$ cat config.mk
export PLATFORM = sky130hd
export DESIGN_NAME = line_encoder
export DESIGN_NICKNAME = d
export VERILOG_FILES = /design/src/rtl/le_pkg.sv /design/src/rtl/le_bit_capture.sv /design/src/rtl/le_history.sv /design/src/rtl/le_symbol_map.sv /design/src/rtl/line_encoder.sv
export SDC_FILE = /design/constraint.sdc
export NUM_CORES = 1
export LEC_CHECK = 0
export BUFFER_PORTS_ARGS = -buffer_cell sky130_fd_sc_hd__buf_2
export CORE_AREA = 8 8 45 47
export CTS_CLUSTER_SIZE = 40
export DETAILED_ROUTE_END_ITERATION = 10
export DIE_AREA = 0 0 53 55
export PLACE_DENSITY_LB_ADDON = 0.08
export SETUP_SLACK_MARGIN = 0.05
export SLEW_MARGIN = 40
export SYNTH_ARGS = -nofsm -noshare
export SYNTH_HDL_FRONTEND = slang
export SYNTH_SLANG_ARGS = --single-unit
$ cat constraint.sdc
create_clock -name clk -period 1.5 [get_ports clk]
set_input_delay 0.15 -clock clk [delete_from_list [all_inputs] [get_ports clk]]
set_output_delay 0.15 -clock clk [all_outputs]
set_load 0.05 [all_outputs]
$ cat src/rtl/le_pkg.sv
package le_pkg;
  localparam int FMT_W = 3;
  localparam int SYM_W = 2;
  localparam int NUM_HIST = 2;
  localparam int HIST_NRZI = 0;
  localparam int HIST_DMAN = 1;

  localparam logic [SYM_W-1:0] SYM_POS  = 2'b01;
  localparam logic [SYM_W-1:0] SYM_ZERO = 2'b00;
  localparam logic [SYM_W-1:0] SYM_NEG  = 2'b11;

  typedef enum logic [FMT_W-1:0] {
    FMT_NRZL = 3'd0,
    FMT_NRZI = 3'd1,
    FMT_RZ   = 3'd2,
    FMT_MAN  = 3'd3,
    FMT_DMAN = 3'd4
  } fmt_e;

  function automatic fmt_e fmt_decode(input logic [FMT_W-1:0] code);
    case (code)
      3'd1:    return FMT_NRZI;
      3'd2:    return FMT_RZ;
      3'd3:    return FMT_MAN;
      3'd4:    return FMT_DMAN;
      default: return FMT_NRZL;
    endcase
  endfunction

  function automatic logic [SYM_W-1:0] level_sym(input logic pos);
    return pos ? SYM_POS : SYM_NEG;
  endfunction
endpackage

$ cat src/rtl/le_bit_capture.sv
module le_bit_capture
  import le_pkg::*;
(
  input  logic             clk,
  input  logic             rst,
  input  logic             start,
  input  logic             data_in,
  input  logic [FMT_W-1:0] fmt_in,
  output logic             cur_bit,
  output fmt_e             cur_fmt
);
  always_ff @(posedge clk) begin
    if (rst) begin
      cur_bit <= 1'b0;
      cur_fmt <= FMT_NRZL;
    end else if (start) begin
      cur_bit <= data_in;
      cur_fmt <= fmt_decode(fmt_in);
    end
  end
endmodule

$ cat src/rtl/le_history.sv
module le_history
  import le_pkg::*;
#(
  parameter int N = NUM_HIST
) (
  input  logic         clk,
  input  logic         rst,
  input  logic [N-1:0] upd,
  input  logic [N-1:0] nxt,
  output logic [N-1:0] lvl
);
  for (genvar i = 0; i < N; i++) begin : g_hist
    always_ff @(posedge clk) begin
      if (rst)         lvl[i] <= 1'b1;
      else if (upd[i]) lvl[i] <= nxt[i];
    end
  end
endmodule

$ cat src/rtl/le_symbol_map.sv
module le_symbol_map
  import le_pkg::*;
(
  input  logic             start,
  input  logic             bit_val,
  input  fmt_e             fmt,
  input  logic [NUM_HIST-1:0] hist,
  output logic [SYM_W-1:0] sym,
  output logic [NUM_HIST-1:0] upd,
  output logic [NUM_HIST-1:0] nxt
);
  logic nrzi_next, dman_next;

  always_comb begin
    nrzi_next = (start && bit_val) ? ~hist[HIST_NRZI] : hist[HIST_NRZI];
    if (start) dman_next = bit_val ? hist[HIST_DMAN] : ~hist[HIST_DMAN];
    else       dman_next = ~hist[HIST_DMAN];

    upd = '0;
    nxt = hist;
    nxt[HIST_NRZI] = nrzi_next;
    nxt[HIST_DMAN] = dman_next;

    case (fmt)
      FMT_NRZI: begin
        sym = level_sym(nrzi_next);
        upd[HIST_NRZI] = 1'b1;
      end
      FMT_RZ:   sym = start ? level_sym(~bit_val) == SYM_POS ? SYM_NEG : SYM_POS
                            : SYM_ZERO;
      FMT_MAN:  sym = start ? level_sym(~bit_val) : level_sym(bit_val);
      FMT_DMAN: begin
        sym = level_sym(dman_next);
        upd[HIST_DMAN] = 1'b1;
      end
      default:  sym = level_sym(~bit_val);
    endcase
  end
endmodule

$ cat src/rtl/line_encoder.sv
module line_encoder
  import le_pkg::*;
(
  input  logic             clk,
  input  logic             rst,
  input  logic             half_en,
  input  logic             bit_en,
  input  logic             data_in,
  input  logic [2:0]       fmt_sel,
  output logic [1:0]       sym_out
);
  logic start;
  logic cur_bit;
  fmt_e cur_fmt;
  logic eff_bit;
  fmt_e eff_fmt;
  logic [NUM_HIST-1:0] hist_lvl, map_upd, map_nxt;
  logic [SYM_W-1:0] map_sym;

  assign start   = half_en & bit_en;
  assign eff_bit = start ? data_in : cur_bit;
  assign eff_fmt = start ? fmt_decode(fmt_sel) : cur_fmt;

  le_bit_capture u_cap (
    .clk(clk), .rst(rst), .start(start), .data_in(data_in),
    .fmt_in(fmt_sel), .cur_bit(cur_bit), .cur_fmt(cur_fmt)
  );

  le_symbol_map u_map (
    .start(start), .bit_val(eff_bit), .fmt(eff_fmt), .hist(hist_lvl),
    .sym(map_sym), .upd(map_upd), .nxt(map_nxt)
  );

  le_history #(.N(NUM_HIST)) u_hist (
    .clk(clk), .rst(rst), .upd(map_upd & {NUM_HIST{half_en}}),
    .nxt(map_nxt), .lvl(hist_lvl)
  );

  always_ff @(posedge clk) begin
    if (rst)          sym_out <= SYM_ZERO;
    else if (half_en) sym_out <= map_sym;
  end
endmodule

=== Word-level counts from Yosys, hierarchy flattened ===
Index checks and enable logic that the tools add are counted.

* Reduce and logical (&&, ||, !) cells: 1
* Equal/unequal tests: 9
* Muxes and demuxes: 16
* Bitwise logic cells: 4

{| class="wikitable"
|+ Operator list
! kind !! count
|-
| $mux W2 || 7
|-
| $eq A3 B2 Y1 const B || 4
|-
| $pmux W3 S4 || 1
|-
| $pmux W2 S4 || 1
|-
| $eq A3 B1 Y1 const B || 2
|-
| $eq A3 B3 Y1 const B || 2
|-
| $mux W1 || 6
|-
| $mux W3 || 1
|-
| $and A2 B2 Y2 || 1
|-
| $eq A2 B1 Y1 const B || 1
|-
| $not A1 Y1 || 2
|-
| $and A1 B1 Y1 || 1
|-
| $logic_and A1 B1 Y1 || 1
|}

* Input port bits: 8
* Output and inout bits: 2
* Register bits: 8

=== Depth between registers and ports, before layout ===
Gate-level depths: netlist of the first run.

* Depth after elaboration: 7
* Depth in mapped cells: 6
* Depth with buffers taken out: 5

=== Cells and area by module ===
A second synthesis of the first run with hierarchy kept.

* Cell total of the unflattened synthesis: 63
* Area total of the unflattened synthesis: 569.3 um2

{| class="wikitable"
|+ Modules (own cells, without submodules)
! module !! area an instance (um2) !! cells each !! times used
|-
| le_symbol_map || 172.7 || 25 || 1
|-
| line_encoder || 172.7 || 17 || 1
|-
| le_bit_capture || 153.9 || 15 || 1
|-
| le_history || 70.1 || 6 || 1
|}

=== Worst setup path after synthesis of the first run ===
OpenSTA, ideal clock, no wires.

* Path kind: register to register
* Start: reg u_hist.lvl[0]
* End: reg sym_out[1]
* Cell stages (with the launch flop): 5
* Path slack: 0.257 ns
* Library setup time: 0.128 ns
* Required time: 1.372 ns
* Arrival: 1.115 ns
* Path through: dfxtp_1 > o31a_2 > o31a_1 > o22ai_1 > a311oi_1

* Longest elaborated chain between the ends: 4

{| class="wikitable"
|+ Ends and longest elaborated chain
! item !! line !! RTL
|-
| start, declared || le_history.sv:10 || <nowiki>output logic [N-1:0] lvl</nowiki>
|-
| start signal, assigned by index || le_history.sv:15 || <nowiki>else if (upd[i]) lvl[i] <= nxt[i];</nowiki>
|-
| $not A1 Y1 || le_symbol_map.sv:15 || <nowiki>nrzi_next = (start && bit_val) ? ~hist[HIST_NRZI] : hist[HIST_NRZI];</nowiki>
|-
| $mux W1 * || le_symbol_map.sv:15 ||
|-
| $mux W2 * || le_pkg.sv:31 || <nowiki>return pos ? SYM_POS : SYM_NEG;</nowiki>
|-
| $pmux W2 S4 * || le_symbol_map.sv:24 || <nowiki>case (fmt)</nowiki>
|-
| end signal, assigned || line_encoder.sv:41 || <nowiki>else if (half_en) sym_out <= map_sym;</nowiki>
|-
| end, declared || line_encoder.sv:10 || <nowiki>output logic [1:0] sym_out</nowiki>
|}

Every way passes the cells marked *; elsewhere a longest branch is shown, timed or not.
A chain may end at the register's enable or synchronous reset.

=== Worst setup path after layout of the first run ===
* Start: reg u_cap.cur_fmt[0]
* End: reg sym_out[1]

* Longest elaborated chain between the ends: 3

{| class="wikitable"
|+ Ends and longest elaborated chain
! item !! line !! RTL
|-
| start, declared || le_bit_capture.sv:10 || <nowiki>output fmt_e cur_fmt</nowiki>
|-
| start signal, assigned || le_bit_capture.sv:18 || <nowiki>cur_fmt <= fmt_decode(fmt_in);</nowiki>
|-
| $mux W3 * || n/a ||
|-
| $eq A3 B3 Y1, or another cell as far along || le_symbol_map.sv:24 ||
|-
| $pmux W2 S4 * || le_symbol_map.sv:24 ||
|}

Marked as above.

==> flow_summary.ini, run 1 <==
[run_status]
status = completed

[grt]
grt_max_degree = 15
grtUsageMet1 = 0.0928
grtUsageMet3 = 0.0401
grt_busiest_layer = met2
use_met2 = 0.146
overflow = 0
grt_pass1_vias = 471
grt_first_pass_wirelength_um = 1930
antenna_found_initial = 0
track_usage = 0.0908

[floorplanning]
core_region_area_um2 = 1380
rows = 14
initial_core_util = 0.355
dieHeight_um = 55
die_area_um2 = 2920
die_x_um = 53
io_pins = 10

[timing]
setup_viol = 0
worstMarginPinSlew_ps = 275
slew_viol_final = 0
timing.final.ws_setup_ps = 138
period_share = 0.908
slew-limit-headroom = 0.815
fin_hold_ws_ps = 173
setup_tns_ps = 0
rsz0062_at_grt = no
hold_viol = 0
clock_skew_ps = 0.327
fin_crit_ps = 1360
max_freq_mhz = 734

[place]
post-place-ws_ps = 135
place.gp.congestion = 0.779
placed_area_um2 = 553
post-dp-hpwl_um = 893
dp.cells = 82
numPortBuffers = 9

[cts]
cts_buffer_depth = 2
postCtsSetupBuffers = 0
h-tree-depth = 1
path_clk_slew_ps = 50
clock_sinks = 8
clockRootBuffer = clkbuf_4
cts_tree = done
cts_buffers = 3
ctsHoldBuffers = 0
cts-resized-gates = 0
clock_latency_ps = 250

[pwr]
leakage_nw = 0.227
fin_total_pwr_mw = 0.475
max-vdd-ir-drop_uv = 348
p_per_area_nw_per_um2 = 824

[synth]
synthFlopType = dfxtp_1
synth_edf_count = 0
yosysMostFrequentCell = dfxtp_1
synth_top_cell_area_share = 0.326
syn_avg_cell_area_um2 = 8.63
synth_cell_types = 31
yosys-top-cells-area = dfxtp_1 33%, o21ai_0 5.1%, nor2_1 4.6%
synthesis.nets = 65
synthArstFlopShare = 0
ys_warn_count = 0
yosys.area.top_type = dfxtp_1
seq_area_frac_synth = 0.326
ys_seq_elements = 8
syn_area_um2 = 492
syn_inst = 57
yosys-top-cells-count = 8 x dfxtp_1, 6 x nor2_1, 5 x o21ai_0

[run]
cap_violations = 0

[layout]
diodes = 0
instances_no_fill = 85
finalInstanceArea_um2 = 577
area_growth_pct = 17.3
ff_latch_area_um2 = 161
fillers = 153
multi_input_area_um2 = 309
final_core_util = 0.417
nets = 79
drive_gt1_frac = 0.304

[drt]
first_pass_iters = 4
first_iter_violations = 13
viasPerCell = 5.55
drt_wl_total_um = 1180
drtAntennaViolNets = 0
num_vias = 472
wire_per_inst_um = 13.9
drc_errors = 0

[setup_path]
worst-setup-path-type = register to register
r2r_slack_ps = 140
end_kind = register
crit_fanout = 5
crit_path_start_kind = register
arrival_ps = 1520
crit_required_ps = 1660

[min_path]
hold_path_class = input port to register
state kept, by name, indices dropped and copies added (netlist names):
| register | cells |
|---|---|
| sym_out | 2 |
| u_hist.lvl | 2 |
| u_cap.cur_bit | 1 |
| u_cap.cur_fmt | 3 |
cells by family (layout without fill, tap and decap cells):
logic type | count (synthesis) | count (layout) | synth area share
and+or+nand+nor | 27 | 27 | 0.341
xor gates and xnor gates | 3 | 3 | 0.0534
buffers and inverters | 3 | 15 | 0.0458
muxes | 1 | 1 | 0.0204
DFF | 8 | 8 | 0.326
AOI/OAI and AO/OA | 15 | 15 | 0.214
area by class of cell:
type,instances,area share
clock buffer,3,0.0390
inverter,1,0.00651
multi-input combinational,46,0.536
sequential,8,0.280
tap,16,0.0347
timing repair buffer,11,0.104
metal layers:
layer  wire, µm  part of all wire
met3         92             0.078
met1        532              0.45
met2        545              0.46
met5          0                 0
met4         13             0.011
worst max-delay path, stage by stage, from the launching register on:
cell	delay [ps]
dfxtp_2	340
a21bo_2	260
nand4_1	110
mux2i_1	220
o22ai_1	100
a311oi_1	240
cells in the final DEF (no fill, tap or decap), drive strengths merged, types with 3 or more instances in the layout:
cell	Yosys	layout
o21ai	5	5
nor3	3	3
nand2	3	3
buf	2	11
nor2	6	6
dfxtp	8	8
clkbuf	0	3
power breakdown:
part	total (mW)	internal [mW]	switching [mW]
Clock	0.158	0.0911	0.0669
Sequential	0.227	0.221	0.00512
Combinational	0.0908	0.0356	0.0552
path summary, 6_finish.rpt:
path | endpoint | depth (start not counted) | startpoint
max | sym_out[1] | 5 | u_cap.cur_fmt[0]
max reg2reg | sym_out[1] | 5 | u_cap.cur_fmt[0]
min reg2reg | sym_out[1] | 2 | sym_out[1]
min | sym_out[1] | 2 | rst
No activity file was read; power rests on OpenSTA's default activity.
==> inputs of run 2 (changes only) <==
CORE_AREA = default   (was 8 8 45 47)
CORE_MARGIN = 8   (was default)
CORE_UTILIZATION = 39   (was default)
DIE_AREA = default   (was 0 0 53 55)
SYNTH_HIERARCHICAL = 1   (was default)
==> flow_summary.ini, run 2 <==
[setup_path]
arrival_ps = 1810
worst-setup-path-type = register to register
cpLargestDelayFamily = compound AO/OA/AOI/OAI gates
cpMaxStageDelayCell = o41a_1
crit_path_cell_trace = mux2_4, ha_4, xor2_2, a21oi_1, o41a_1, mux2i_1, nor2_1
end_kind = register
worst-path-buf-inv = 0
crit_required_ps = 1660
slowest_delay_ps = 360
crit_path_start_kind = register
crit_fanout = 3

[min_path]
hold_path_class = input port to register

[layout]
multi_input_area_um2 = 429
diodes = 0
drive_gt1_frac = 0.511
layout_common_cells = 15 x buf_4, 9 x buf_2, 6 x a21oi_1
area_growth_pct = 41.1
top_register = u_cap/cur_fmt
instances_no_fill = 103
nets = 100
ff_latch_area_um2 = 164
largest_register_ffs = 3
final_common_cell = buf_4
fillers = 124
reg_top3 = u_cap/cur_fmt (3), sym_out (2), u_hist/lvl (2)

[grt]
track_usage = 0.105
use_met2 = 0.160
grt_max_degree = 9
grt_first_pass_wirelength_um = 2260
overflow = 0
grtUsageMet3 = 0.0606
grt_busiest_layer = met2
grt_pass1_vias = 523
grtUsageMet1 = 0.128
antenna_found_initial = 0

[cts]
clockRootBuffer = clkbuf_4
clock_latency_ps = 260
h-tree-depth = 1
cts_buffer_depth = 2
path_clk_slew_ps = 70
cts_buffers = 3
cts_tree = done
clock_sinks = 8

[drt]
drt_wl_total_um = 1390
first_iter_violations = 8
wire_per_inst_um = 13.5
num_vias = 526
drtAntennaViolNets = 0
drc_errors = 0
viasPerCell = 5.11
first_pass_iters = 4

[run_status]
violations = negative setup slack
status = finished with violations

[timing]
setup_viol = 1
max_freq_mhz = 606
rsz0062_at_grt = yes
fin_hold_ws_ps = 135
slew_viol_final = 0
fin_crit_ps = 1650
period_share = 1.10
hold_viol = 0
clock_skew_ps = 14.3
timing.final.ws_setup_ps = -151
setup_tns_ps = -151
worstMarginPinSlew_ps = 259
slew-limit-headroom = 0.827

[synth]
yosys-top-cells-area = dfxtp_1 28%, mux2_4 7.9%, a21oi_1 6.2%
yosys.area.top_type = dfxtp_1
synthesis.nets = 73
syn_avg_cell_area_um2 = 9.04
ys_seq_elements = 8
synth_edf_count = 0
ys_warn_count = 6
synth_cell_types = 28
synthArstFlopShare = 0
seq_area_frac_synth = 0.281
synth_top_cell_area_share = 0.281
yosysMostFrequentCell = dfxtp_1
syn_inst = 63
syn_area_um2 = 569
synthFlopType = dfxtp_1
yosys-top-cells-count = 8 x dfxtp_1, 7 x a21oi_1, 4 x nand2b_1, 4 x nor2_1, 4 x nor2b_1

[pwr]
p_per_area_nw_per_um2 = 691
max-vdd-ir-drop_uv = 520
leakage_nw = 0.352

[run]
cap_violations = 0

[floorplanning]
die_area_um2 = 2940
core_region_area_um2 = 1330
initial_core_util = 0.427
rows = 13
die_x_um = 54.2
dieHeight_um = 54.2
io_pins = 10

[place]
dp.cells = 97
post-dp-hpwl_um = 1040
numPortBuffers = 9
place.gp.congestion = 0.693
run 2: cell types whose count changed after synthesis, moves of 3 or more:
cell / before / now
o21ai_0: 5 / 1
mux2_4: 0 / 3
a21oi_1: 2 / 7
nor2b_1: 0 / 4
run 2: final cells by class:
cell class,count,share of cell area
Timing Repair Buffer,24,0.196
Clock buffer,3,0.0280
Sequential cell,8,0.204
Tap cell,15,0.0234
Inverter,3,0.0140
Multi-Input combinational cell,50,0.534
run 2: worst paths after layout:
| check | startpoint | to | slack (ps) | depth (start not counted) |
|---|---|---|---|---|
| worst max register to register | u_cap/cur_bit | sym_out[1] | -150 | 7 |
| worst max-delay path | u_cap/cur_bit | sym_out[1] | -150 | 7 |
| worst min register to register | u_cap/cur_fmt[1] | u_cap/cur_fmt[1] | 470 | 2 |
| worst min-delay path | data_in | u_cap/cur_bit | 130 | 3 |
run 2: stage by stage:
stage               power [mW]   util  instance area (µm²)  setup slack, ps
detailed placement       0.377  0.553                  737             -289
global placement         0.375  0.553                  737             -238
finish                   0.555  0.602                  803             -151
floorplan                0.320      -                  598             -103
CTS                      0.558  0.582                  776             -153
global route             0.592  0.602                  803             -218
run 2: logic make-up (layout without fill, tap and decap cells):
kind of cell             after synthesis  after routing  share of synthesized area
multiplexers                           6              6                      0.132
buffers and inverters                  5             30                     0.0461
XOR/XNOR                               1              1                     0.0154
flip-flops                             8              8                      0.281
AO/OA/AOI/OAI                         14             14                      0.167
AND/OR/NAND/NOR                       27             27                      0.314
adder cells (fa/ha/maj)                2              2                     0.0439
run 2: what timing repair did:
action                                  in CTS  in global routing
endpoints found under the setup margin       2                  3
hold buffers                                 0                  0
endpoints found under the hold margin        0                  0
gates resized for setup                      2                  4
pin swaps                                    3                  1
buffers inserted                             1                  2
run 2: power by group:
part | internal (mW) | switching [mW]
Clock | 0.0920 | 0.0817
Combinational | 0.0768 | 0.0772
Sequential | 0.222 | 0.00508
Total | 0.391 | 0.164
run 2: worst min-delay path, delay by kind of cell:
family                 cells  cell delay [ps]
multiplexers               1               60
buffers and inverters      1               90
AND/OR/NAND/NOR            1               70
run 2: layer usage:
metal	wire (µm)	vias to the layer above
li1	-	274
met1	680	239
met2	626	13
met3	85	0
met4	0	0
met5	0	-
